## src/rtl/rtc_pkg.sv

```systemverilog
package rtc_pkg;
  typedef struct packed {
    logic       cb;
    logic [7:0] yr;
    logic [4:0] mon;
    logic [5:0] date;
    logic [2:0] dow;
    logic [5:0] hr;
    logic [6:0] min;
    logic [6:0] sec;
  } rtc_time_t;

  typedef enum logic [2:0] {
    OFF_CTL, OFF_SEC, OFF_MIN, OFF_HR, OFF_DAY, OFF_DATE, OFF_MON, OFF_YR
  } reg_off_e;

  localparam rtc_time_t TIME_RST = '{cb: 1'b0, yr: 8'h00, mon: 5'h01, date: 6'h01,
                                     dow: 3'd1, hr: 6'h00, min: 7'h00, sec: 7'h00};

  // Two-digit BCD increment; caller handles the wrap value.
  function automatic logic [7:0] bcd_inc(input logic [7:0] v);
    if (v[3:0] >= 4'd9) return {v[7:4] + 4'd1, 4'd0};
    else                return {v[7:4], v[3:0] + 4'd1};
  endfunction

  // Year is a multiple of four, evaluated on BCD digits.
  function automatic logic is_leap(input logic [7:0] y);
    if (y[4]) return (y[3:0] == 4'd2) || (y[3:0] == 4'd6);
    else      return (y[3:0] == 4'd0) || (y[3:0] == 4'd4) || (y[3:0] == 4'd8);
  endfunction

  function automatic logic [5:0] month_last(input logic [4:0] m, input logic [7:0] y);
    case (m)
      5'h02:                      return is_leap(y) ? 6'h29 : 6'h28;
      5'h04, 5'h06, 5'h09, 5'h11: return 6'h30;
      default:                    return 6'h31;
    endcase
  endfunction
endpackage

```

## src/rtl/rtc_counters.sv

```systemverilog
module rtc_counters
  import rtc_pkg::*;
(
  input  logic      clk,
  input  logic      rst_n,
  input  logic      tick,
  input  logic      stop,
  input  logic      ceb,
  input  logic      load,
  input  rtc_time_t load_val,
  output rtc_time_t now
);
  rtc_time_t nxt;

  always_comb begin
    nxt = now;
    nxt.sec = 7'(bcd_inc({1'b0, now.sec}));
    if (now.sec >= 7'h59) begin
      nxt.sec = '0;
      nxt.min = 7'(bcd_inc({1'b0, now.min}));
      if (now.min >= 7'h59) begin
        nxt.min = '0;
        nxt.hr  = 6'(bcd_inc({2'b0, now.hr}));
        if (now.hr >= 6'h23) begin
          nxt.hr   = '0;
          nxt.dow  = (now.dow >= 3'd7) ? 3'd1 : now.dow + 3'd1;
          nxt.date = 6'(bcd_inc({2'b0, now.date}));
          if (now.date >= month_last(now.mon, now.yr)) begin
            nxt.date = 6'h01;
            nxt.mon  = 5'(bcd_inc({3'b0, now.mon}));
            if (now.mon >= 5'h12) begin
              nxt.mon = 5'h01;
              nxt.yr  = bcd_inc(now.yr);
              if (now.yr == 8'h99) begin
                nxt.yr = 8'h00;
                if (ceb) nxt.cb = ~now.cb;
              end
            end
          end
        end
      end
    end
  end

  always_ff @(posedge clk or negedge rst_n) begin
    if (!rst_n)             now <= TIME_RST;
    else if (load)          now <= load_val;
    else if (tick && !stop) now <= nxt;
  end
endmodule

```

## src/rtl/rtc_shadow.sv

```systemverilog
module rtc_shadow
  import rtc_pkg::*;
(
  input  logic       clk,
  input  logic       rst_n,
  input  logic       wr,
  input  logic [2:0] off,
  input  logic [7:0] wdata,
  input  logic       refresh_req,
  input  rtc_time_t  now,
  output rtc_time_t  sh,
  output logic [7:0] rmux,
  output logic       halt,
  output logic       stop,
  output logic       ceb,
  output logic       commit
);
  logic ctl_w, ctl_r;

  assign halt   = ctl_w | ctl_r;
  assign commit = wr && (reg_off_e'(off) == OFF_CTL) && ctl_w && !wdata[7];

  always_ff @(posedge clk or negedge rst_n) begin
    if (!rst_n) begin
      ctl_w <= 1'b0;
      ctl_r <= 1'b0;
      stop  <= 1'b1;
      ceb   <= 1'b0;
      sh    <= TIME_RST;
    end else begin
      if (refresh_req && !halt) sh <= now;
      if (wr) begin
        case (reg_off_e'(off))
          OFF_CTL:  begin ctl_w <= wdata[7]; ctl_r <= wdata[6]; end
          OFF_SEC:  begin sh.sec <= wdata[6:0]; stop <= wdata[7]; end
          OFF_MIN:  sh.min  <= wdata[6:0];
          OFF_HR:   sh.hr   <= wdata[5:0];
          OFF_DAY:  begin
            sh.dow <= wdata[2:0];
            ceb    <= wdata[5];
            if (ctl_w) sh.cb <= wdata[4];
          end
          OFF_DATE: sh.date <= wdata[5:0];
          OFF_MON:  sh.mon  <= wdata[4:0];
          OFF_YR:   sh.yr   <= wdata;
          default:  ;
        endcase
      end
    end
  end

  always_comb begin
    case (reg_off_e'(off))
      OFF_CTL:  rmux = {ctl_w, ctl_r, 6'b0};
      OFF_SEC:  rmux = {stop, sh.sec};
      OFF_MIN:  rmux = {1'b0, sh.min};
      OFF_HR:   rmux = {2'b0, sh.hr};
      OFF_DAY:  rmux = {2'b0, ceb, sh.cb, 1'b0, sh.dow};
      OFF_DATE: rmux = {2'b0, sh.date};
      OFF_MON:  rmux = {3'b0, sh.mon};
      default:  rmux = sh.yr;
    endcase
  end
endmodule

```

## src/rtl/rtc_regfile.sv

```systemverilog
module rtc_regfile
  import rtc_pkg::*;
#(
  parameter int ADDR_W = 15
) (
  input  logic              clk,
  input  logic              rst_n,
  input  logic              sec_tick,
  input  logic [ADDR_W-1:0] addr,
  input  logic              wr_en,
  input  logic [7:0]        wdata,
  input  logic              rd_en,
  output logic [7:0]        rdata,
  output logic              rd_valid
);
  localparam int OFF_W = 3;

  logic       hit, wr_hit, upd_q, stop_q, ceb_q, commit, halt;
  logic [7:0] rmux;
  rtc_time_t  now_t, sh_t;

  assign hit    = &addr[ADDR_W-1:OFF_W];
  assign wr_hit = wr_en && hit;

  always_ff @(posedge clk or negedge rst_n) begin
    if (!rst_n) begin
      upd_q    <= 1'b0;
      rdata    <= '0;
      rd_valid <= 1'b0;
    end else begin
      upd_q    <= sec_tick;
      rd_valid <= rd_en && hit;
      if (rd_en && hit) rdata <= rmux;
    end
  end

  rtc_counters u_cnt (
    .clk(clk), .rst_n(rst_n), .tick(sec_tick), .stop(stop_q), .ceb(ceb_q),
    .load(commit), .load_val(sh_t), .now(now_t)
  );

  rtc_shadow u_shd (
    .clk(clk), .rst_n(rst_n), .wr(wr_hit), .off(addr[OFF_W-1:0]), .wdata(wdata),
    .refresh_req(upd_q), .now(now_t), .sh(sh_t), .rmux(rmux), .halt(halt),
    .stop(stop_q), .ceb(ceb_q), .commit(commit)
  );
endmodule

```

## config.mk

```make
export PLATFORM = sky130hd
export DESIGN_NAME = rtc_regfile
export DESIGN_NICKNAME = d
export VERILOG_FILES = /design/src/rtl/rtc_pkg.sv /design/src/rtl/rtc_counters.sv /design/src/rtl/rtc_shadow.sv /design/src/rtl/rtc_regfile.sv
export SDC_FILE = /design/constraint.sdc
export NUM_CORES = 1
export LEC_CHECK = 0
export ABC_AREA = 0
export BUFFER_PORTS_ARGS = -buffer_cell sky130_fd_sc_hd__buf_4
export CAP_MARGIN = 20
export CORE_UTILIZATION = 35
export CTS_BUF_LIST = sky130_fd_sc_hd__clkbuf_16
export CTS_CLUSTER_SIZE = 10
export DETAILED_ROUTE_END_ITERATION = 16
export GPL_TIMING_DRIVEN = 0
export SYNTH_ARGS = -nofsm -noshare
export SYNTH_HDL_FRONTEND = slang
export SYNTH_HIERARCHICAL = 1
export SYNTH_SLANG_ARGS = --single-unit
```

## constraint.sdc

```tcl
create_clock -name clk -period 4.5 [get_ports clk]
set_clock_uncertainty 0.15 [all_clocks]
set_input_delay 0.9 -clock clk [delete_from_list [all_inputs] [get_ports clk]]
set_output_delay 0.9 -clock clk [all_outputs]
set_load 0.02 [all_outputs]
```

==> out/qor.txt <==
DRT antenna net count: 0
initial drt markers: 645
Reg clk slew, reported paths: 60 ps
outcome: finished clean
CTS tree: built
worst hold path type: register to register
PortBufs: 35
# Post-CTS Setup Buffers: 0
CP startpoint kind: primary input
commonest non-fill, non-tap cell in the layout: dfrtp_1
total negative setup slack: 0 ps
CTS root buf: clkbuf_16
first-pass GRT wire length: 30900 µm
area grow syn2layout: 12.8%
Cells after Synth: 682
CTS resizes: 2
pwr dens: 296 nW/µm²
Die Y: 139 µm
number of global-route vias before repair: 5308
gr ovfl total: 0
dpl hpwl: 14600 µm
IO Count: 37
total track usage: 21.2%
first drt pass iteration count: 5
hold_buf cts: 0
Setup Viol. Count Final: 0
CP arrival: 4440 ps
Reg area: 2510 µm²
vias per cell: 5.87
Syn Nets: 744
via count: 5654
Slew Limit Fails: 0
Most Frequent Cell on Critical Path: clkbuf_2
initial antenna violation count: 0
# DRC: 0
CP Class: primary input to register
routability cong.: 0.934
Crit Path Max Fanout: 10
fin nets: 791
worst path cell trace: buf_4 -> nand4_1 -> nor2_1 -> and3_1 -> nand2b_1 -> nor3_2 -> and3b_1 -> clkbuf_2 -> clkbuf_2 -> clkbuf_1 -> nand2_1 -> a31oi_1
Req. time, crit path: 4630 ps
Core Box Area: 18100 µm²
Crit-path slowest cell: clkbuf_1
CTS HTree Levels: 3
Leakage: 3.29 nW
final core occ: 40.6%
CTS max path bufs: 2
Tmin final: 4320 ps
DIE WIDTH: 139 µm
Fmax: 0.232 GHz
Fin. Hold Viols: 0
Std-Cell Rows: 49
synthesized area: 6530 µm²
antenna cells: 0
critical path's largest stage delay: 570 ps
Crit. End Element: register
max-cap violations: 0
Final Total Pwr: 2.18 mW
Die Area: 19200 µm²
area of the multi-input gates: 3680 µm²
share of cells above drive strength 1: 16.3%
Clk Latency, worst-skew pair: 360 ps
Num Clock Sinks: 100
Initial Util: 36.0%
WHS Path Cells: 1
R2R depth: 12
RSZ-0062 raised after global routing: no
Routed WL: 20000 µm
pin count of the biggest net entering global routing: 63
syn avg cell area: 9.58 µm²
fill count: 1845
CTS buffer count: 9
Final Cycle Share: 95.9%
WL/cell: 20.8 µm
max_slew headroom: 36.7%
worst IR drop on VDD: 0.258 mV
Ys Warns: 6
commonest cells after routing, fill and taps aside: dfrtp_1 (93), nand2_1 (57), nor2_1 (55), mux2i_1 (54), a21oi_1 (50)
Worst Tran Pin Value: 945 ps
[critical path: cells and delay by family]
family                 cells  cell delay [ps]
AO/OA/AOI/OAI              1              200
AND/OR/NAND/NOR            7             1860
buffers and inverters      4             1470
[final timing paths]
kind	startpoint	slack (ps)	to
worst max-delay path	addr[11]	180	u_cnt/now[27]$_DFFE_PN0P_
max in group asynchronous	rst_n	3090	u_shd/stop$_DFFE_PN1P_
min in group asynchronous	rst_n	370	u_cnt/now[40]$_DFFE_PN0P_
worst min register to register	rdata[0]$_DFFE_PN0P_	360	rdata[0]$_DFFE_PN0P_
worst max register to register	u_cnt/now[34]$_DFFE_PN0P_	560	u_cnt/now[41]$_DFFE_PN0P_
worst min-delay path	rdata[0]$_DFFE_PN0P_	360	rdata[0]$_DFFE_PN0P_
[sequential cells by signal, indices dropped and copies added, names as in the netlist]
register	count
u_shd/ctl_w	1
u_shd/stop	1
u_shd/sh	43
rdata	8
u_shd/ceb	1
upd_q	1
u_cnt/now	43
u_shd/ctl_r	1
rd_valid	1
[metrics by stage]
step / setup WS (ps) / area [µm²] / hold WS [ps] / std cells
6_report: 184 / 7370 / 365 / 963
5_1_grt: 18.8 / 7370 / 387 / 963
4_1_cts: 231 / 7370 / 366 / 963
3_5_place_dp: -565 / 7110 / 351 / 947
3_3_place_gp: -580 / 7080 / 342 / 946
2_1_floorplan: 1100 / 6530 / 322 / 682
[per-layer routing]
| metal | routed length (µm) | track usage, % |
|---|---|---|
| met2 | 9280 | 33.8 |
| met5 | 0 | 0 |
| met3 | 1200 | 3.63 |
| met1 | 9120 | 29.1 |
| met4 | 393 | 7.13 |
[power breakdown]
group | internal [mW] | switching, mW
Clock | 0.363 | 0.343
Combinational | 0.175 | 0.207
Sequential | 0.973 | 0.124
[final cells by class]
class / count / area share (%)
Tap cell: 229 / 3.89
Multi-Input combinational cell: 515 / 50.0
Timing Repair Buffer: 36 / 3.94
Inverter: 34 / 1.73
Clock buffer: 9 / 3.06
Clock inverter: 7 / 0.374
Sequential cell: 100 / 34.1
Buffer: 33 / 2.95
No activity file was read; power rests on OpenSTA's default activity.
